==> src/rtl/rj_serial_rx.sv <==
module rj_serial_rx #(
  parameter int WORD_W = 16
) (
  input  logic              bclk,
  input  logic              rst_n,
  input  logic              sdata,
  input  logic              wclk,
  output logic [WORD_W-1:0] word_o,
  output logic              xfer_o,
  output logic              frame_o
);

  logic [WORD_W-1:0] shreg;
  logic [WORD_W-1:0] hold;
  logic              wclk_q;
  logic              pend;
  logic              fall;

  assign fall = wclk_q & ~wclk;

  always_ff @(posedge bclk or negedge rst_n) begin
    if (!rst_n) begin
      shreg  <= '0;
      wclk_q <= 1'b0;
    end else begin
      shreg  <= {shreg[WORD_W-2:0], sdata};
      wclk_q <= wclk;
    end
  end

  always_ff @(posedge bclk or negedge rst_n) begin
    if (!rst_n) begin
      hold <= '0;
    end else if (fall) begin
      hold <= shreg;
    end
  end

  always_ff @(posedge bclk or negedge rst_n) begin
    if (!rst_n) begin
      pend    <= 1'b0;
      xfer_o  <= 1'b0;
      frame_o <= 1'b0;
      word_o  <= '0;
    end else begin
      pend    <= fall;
      xfer_o  <= pend;
      frame_o <= pend;
      if (pend) word_o <= hold;
    end
  end


  xfer_after_fall_chk: assert property (@(posedge bclk) disable iff (!rst_n)
    xfer_o |-> $past(fall, 2));


  xfer_single_chk: assert property (@(posedge bclk) disable iff (!rst_n)
    xfer_o |=> !xfer_o);


  word_capture_chk: assert property (@(posedge bclk) disable iff (!rst_n)
    xfer_o |-> word_o == $past(shreg, 2));


  word_hold_chk: assert property (@(posedge bclk) disable iff (!rst_n)
    !$stable(word_o) |-> xfer_o);


  frame_align_chk: assert property (@(posedge bclk) disable iff (!rst_n)
    frame_o == xfer_o);


  no_strobe_chk: assert property (@(posedge bclk) disable iff (!rst_n)
    (!$past(wclk_q, 2) || $past(wclk, 2)) |-> !xfer_o);

endmodule

==> config.mk <==
export PLATFORM = sky130hd
export DESIGN_NAME = rj_serial_rx
export DESIGN_NICKNAME = d
export VERILOG_FILES = /design/src/rtl/rj_serial_rx.sv
export SDC_FILE = /design/constraint.sdc
export NUM_CORES = 1
export LEC_CHECK = 0
export BUFFER_PORTS_ARGS = -buffer_cell sky130_fd_sc_hd__buf_4
export CORE_MARGIN = 8
export CORE_UTILIZATION = 55
export CTS_CLUSTER_SIZE = 28
export DETAILED_ROUTE_END_ITERATION = 10
export PLACE_DENSITY_LB_ADDON = 0.15
export SETUP_SLACK_MARGIN = 0.5
export SLEW_MARGIN = 20
export SYNTH_ARGS = -nofsm -noshare
export SYNTH_HDL_FRONTEND = slang
export SYNTH_SLANG_ARGS = --single-unit
==> constraint.sdc <==
create_clock -name bclk -period 1.6 [get_ports bclk]
set_input_delay 0.08 -clock bclk [delete_from_list [all_inputs] [get_ports bclk]]
set_output_delay 0.08 -clock bclk [all_outputs]
set_load 0.02 [all_outputs]
==> results of run 1 <==
-- power by group through the flow --
stage | combinational (mW) | sequential [mW] | clock (mW)
6_report | 0.539 | 1.56 | 0.612
2_1_floorplan | 0.199 | 1.69 | 0
4_1_cts | 0.548 | 1.57 | 0.646
5_1_grt | 0.579 | 1.59 | 0.683
3_3_place_gp | 0.530 | 1.58 | 0
3_5_place_dp | 0.538 | 1.59 | 0
-- critical path: stages, from the launching register on --
cell	delay, ns
dfrtp_1	0.35
nor2b_4	0.15
buf_12	0.17
mux2_2	0.35
-- synthesized netlist by cell type, drive strengths merged --
cell type / n / share of area, %
dfrtp: 51 / 74
mux2: 32 / 23
buf: 5 / 3.0
nor2b: 1 / 0.79
-- registers in the layout, summed over array words and instances (netlist names) --
| signal | count |
|---|---|
| xfer_o | 1 |
| pend | 1 |
| shreg | 16 |
| hold | 16 |
| word_o | 16 |
| wclk_q | 1 |
-- layout make-up --
cell class	instances	area [µm²]	area share, %
well taps	44	55.1	2.68
flip-flops and latches	51	1280	62.3
multi-input cells	33	408	19.9
clock buffers	8	68.8	3.36
repair buffers	29	241	11.8
-- routing by layer --
layer,track usage [%],vias up,wire (µm)
met5,0,-,0
met4,4.76,0,40
met3,5.37,6,161
met2,15.7,19,1100
met1,10.5,401,1040
li1,-,363,-
-- cells in the final DEF (no fill, tap or decap), drive strengths merged --
cell type / netlist / final
mux2: 32 / 32
buf: 5 / 26
nor2b: 1 / 1
clkbuf: 0 / 8
dlygate4sd3: 0 / 3
dfrtp: 51 / 51
-- stage by stage --
step	instances	util, %	setup WS [ns]	total power [mW]	hold slack (ns)
after CTS	163	67.1	0.478	2.76	0.0263
after global placement	152	63.4	0.422	2.11	0.127
after global routing	165	67.7	0.443	2.85	0.0211
after detailed placement	152	63.4	0.399	2.13	0.133
after floorplan	89	-	0.476	1.89	-0.216
final	165	67.7	0.480	2.71	0.0493
-- worst max-delay path by stage --
stage                     cells past startpoint    from       end  slack [ns]
after global routing                          3  wclk_q   hold[1]        0.44
after CTS                                     3  wclk_q   hold[1]        0.48
after floorplan                               4  wclk_q  hold[10]        0.48
after global placement                        3  wclk_q   hold[5]        0.42
after detailed placement                      3  wclk_q   hold[1]        0.40
final                                         3  wclk_q   hold[1]        0.48
-- what timing repair did --
action / 4_1_cts / 5_1_grt
setup endpoints to repair: 25 / 20
hold buffers: 3 / 0
buffers inserted: 0 / 2
resized for setup: 4 / 1
hold endpoints to repair: 53 / 0
-- cell families after synthesis --
family                 share of synthesized area, %
buffers and inverters                          2.96
DFF                                            73.5
muxes                                          22.7
and+or+nand+nor                               0.793
==> results.json, run 1 <==
{
  "setup_tns_ns": 0,
  "gp_congestion": 0.630,
  "power_per_cell_area_nw_per_um2": 1320,
  "num_rows": 20,
  "r2r-start": "wclk_q",
  "fillers": 223,
  "critPathLaunchType": "flop",
  "drv_cap": 0,
  "ys_warn_count": 0,
  "swShare_pct": 25.5,
  "period_share_pct": 70.0,
  "drv_slew": 0,
  "fmax_mhz": 893,
  "syn_area_um2": 1740,
  "path_clk_slew_ns": 0.12,
  "die_w_um": 72.2,
  "first_global_vias": 844,
  "clkSinkCount": 51,
  "synth_nets": 93,
  "antenna_found_initial": 0,
  "status": "complete, no violations",
  "crit_arrival_ns": 1.36,
  "hold_class": "primary input to flop",
  "cp_max_fo": 17,
  "ios": 22,
  "grt_pass1_wl_um": 3880,
  "ys_ff_latch": 51,
  "required_ns": 1.84,
  "cts_buffers": 5,
  "final_antenna_net_count": 0,
  "wirelength_um": 2340,
  "root_buffer": "clkbuf_4",
  "num_antenna_cells": 0,
  "clk_latency_ns": 0.35,
  "p_switching_mw": 0.693,
  "finalHoldViolCount": 0,
  "core_um2": 3030,
  "peakVddDrop_mv": 0.840,
  "drc": 0,
  "cts_buffer_depth": 2,
  "p_int_mw": 2.02,
  "worstMarginPinSlew_ns": 0.604,
  "p_comb_share_pct": 19.9,
  "area_growth_pct": 18.2,
  "cts_tree": "built",
  "nNetsFinal": 124,
  "die_y_um": 72.2,
  "fin_skew_ns": 0.00927,
  "syn-instance-count": 89,
  "hold_end": "pend",
  "synth_area_per_cell_um2": 19.5,
  "grt_max_degree": 52,
  "rsz0062_at_grt": "yes",
  "reg2reg_slack_ns": 0.48,
  "crit_type": "flop to flop",
  "wire_per_inst_um": 14.2,
  "via_per_inst": 4.78,
  "dp_hpwl_um": 1540,
  "synth_cell_types": 8,
  "htree_num_levels": 2,
  "stdcell_area_um2": 2050,
  "reg2reg_depth": 3,
  "setup_viol": 0,
  "p_leak_nw": 0.945,
  "power.share.clock_pct": 22.6,
  "power.share.sequential_pct": 57.6,
  "place_area_um2": 1920,
  "start_util_pct": 57.3,
  "grtUsageTotal_pct": 9.92,
  "critPathCaptureType": "flop",
  "first_iter_violations": 29,
  "synth_seq_area_share_pct": 73.5,
  "r2r-end": "hold[1]",
  "firstDrtPassIters": 4,
  "die-area_um2": 5210,
  "slew_headroom_pct": 59.7,
  "layout-drive-gt1-share_pct": 55.4,
  "finalCriticalPeriod_ns": 1.12,
  "port_buffers": 21,
  "worstHoldStart": "wclk",
  "routed-via-count": 789,
  "min_path_cells": 3,
  "overflow": 0
}
No activity file was read; power rests on OpenSTA's default activity.
==> run 2, diff against run 1 <==
--- a/config.mk
+++ b/config.mk
@@ -7,7 +7,7 @@
 export LEC_CHECK = 0
 export BUFFER_PORTS_ARGS = -buffer_cell sky130_fd_sc_hd__buf_4
 export CORE_MARGIN = 8
-export CORE_UTILIZATION = 55
+export CORE_UTILIZATION = 50
 export CTS_CLUSTER_SIZE = 28
 export DETAILED_ROUTE_END_ITERATION = 10
 export PLACE_DENSITY_LB_ADDON = 0.15
==> constraint.sdc (replaced) <==
create_clock -name bclk -period 0.9 [get_ports bclk]
set_input_delay 0.045 -clock bclk [delete_from_list [all_inputs] [get_ports bclk]]
set_output_delay 0.045 -clock bclk [all_outputs]
set_load 0.02 [all_outputs]
==> results.json, run 2 (same netlist as run 1, synthesis figures left out) <==
{
  "grt_pass1_wl_um": 4360,
  "num_rows": 21,
  "cts_buffer_depth": 2,
  "die-area_um2": 5610,
  "antenna_found_initial": 0,
  "violations": "negative hold slack, negative setup slack",
  "root_buffer": "clkbuf_4",
  "setup_viol": 50,
  "overflow": 0,
  "wirelength_um": 2710,
  "clkSinkCount": 51,
  "slew_headroom_pct": 81.1,
  "clk_latency_ns": 0.36,
  "nNetsFinal": 125,
  "die_y_um": 74.9,
  "core_um2": 3340,
  "reg2reg_slack_ns": -0.23,
  "hold_class": "primary input to async pin",
  "grt_max_degree": 23,
  "stdcell_area_um2": 2270,
  "cp_max_fo": 17,
  "fin_util_pct": 68.1,
  "finalWorstSetupSlack_ns": -0.227,
  "p_leak_nw": 1.04,
  "fin_skew_ns": 0.00913,
  "final_common_cell": "dfrtp_1",
  "fillers": 233,
  "power_per_cell_area_nw_per_um2": 2490,
  "htree_num_levels": 2,
  "critPathLaunchType": "flop",
  "ios": 22,
  "layout-drive-gt1-share_pct": 72.1,
  "dp_hpwl_um": 1640,
  "routed-via-count": 791,
  "finalHoldViolCount": 52,
  "drv_cap": 0,
  "fmax_mhz": 887,
  "p_total_mw": 5.66,
  "required_ns": 1.17,
  "reg.largest.list": "hold x16, shreg x16, word_o x16",
  "final_cell_mix": "dfrtp_1 (33), mux2_4 (27), buf_6 (22), dfrtp_2 (18)",
  "die_w_um": 74.9,
  "crit_type": "flop to flop",
  "reg2reg_depth": 3,
  "fin_worst_hold_slack_ns": -0.461,
  "num_antenna_cells": 0,
  "place_area_um2": 2000,
  "first_iter_violations": 11,
  "drv_slew": 0,
  "first_global_vias": 886,
  "crit_arrival_ns": 1.39,
  "finalCriticalPeriod_ns": 1.13,
  "start_util_pct": 52.0,
  "via_per_inst": 4.71,
  "place_ws_ns": -0.225,
  "status": "finished with violations",
  "path_clk_slew_ns": 0.14,
  "gp_congestion": 0.694,
  "drc": 0,
  "port_buffers": 21,
  "peakVddDrop_mv": 1.61,
  "firstDrtPassIters": 3,
  "period_share_pct": 125,
  "rsz0062_at_grt": "yes",
  "cts_buffers": 5,
  "area_growth_pct": 30.9,
  "cts_tree": "built",
  "grtUsageTotal_pct": 10.9,
  "wire_per_inst_um": 16.1,
  "critPathCaptureType": "flop",
  "final_antenna_net_count": 0,
  "worstMarginPinSlew_ns": 0.284
}
==> run 2: cell types whose count changed in the layout (fill, tap and decap cells not counted), sizes merged <==
| cell | delta |
|---|---|
| dlygate4sd3 | -2 |
| bufinv | +2 |
| buf | +3 |
| clkinvlp | +1 |
| clkbuf | -3 |
==> run 2: timing repair <==
action,4_1_cts,5_1_grt
hold endpoints to repair,54,54
setup endpoints to repair,67,67
gates resized for setup,36,5
buffers inserted,1,0
==> run 2: per-stage QoR <==
stage | setup TNS [ns] | std cells
after floorplan | -4.02 | 89
after global placement | -4.35 | 158
after detailed placement | -4.79 | 158
after CTS | -7.06 | 167
after global routing | -8.02 | 168
final | -6.49 | 168
==> run 2: final cells by class <==
cell class,count,area (µm²),share of cell area (%)
sequential,51,1300,57.2
tap,46,57.6,2.53
timing repair buffer,30,335,14.8
multi-input combinational,33,475,20.9
clock buffer,5,37.5,1.65
clock inverter,3,67.6,2.97
==> run 2: worst paths after layout <==
| check | from | end |
|---|---|---|
| min in group bclk | wclk | wclk_q |
| hold / removal | rst_n | hold[4] |
| setup / recovery | wclk_q | hold[5] |
| max in group asynchronous | rst_n | word_o[7] |
| hold reg to reg | shreg[0] | shreg[1] |
| setup reg to reg | wclk_q | hold[5] |
==> run 2: power breakdown <==
group / internal, mW / leakage, nW / switching, mW
clock: 0.864 / 0.0514 / 0.694
sequential: 2.65 / 0.581 / 0.222
combinational: 0.760 / 0.408 / 0.469
==> run 2: routing by layer <==
layer / wire length (µm) / track usage, % / up-vias
met3: 141 / 4.53 / 5
met4: 61 / 5.87 / 0
met2: 1250 / 16.3 / 19
li1: - / - / 365
met5: 0 / 0 / -
met1: 1260 / 12.9 / 402
==> run 2: critical path, cell delays in order (launching register included) <==
cell     delay, ns
dfrtp_1       0.35
nor2b_4       0.15
buf_12        0.18
mux2_2        0.34
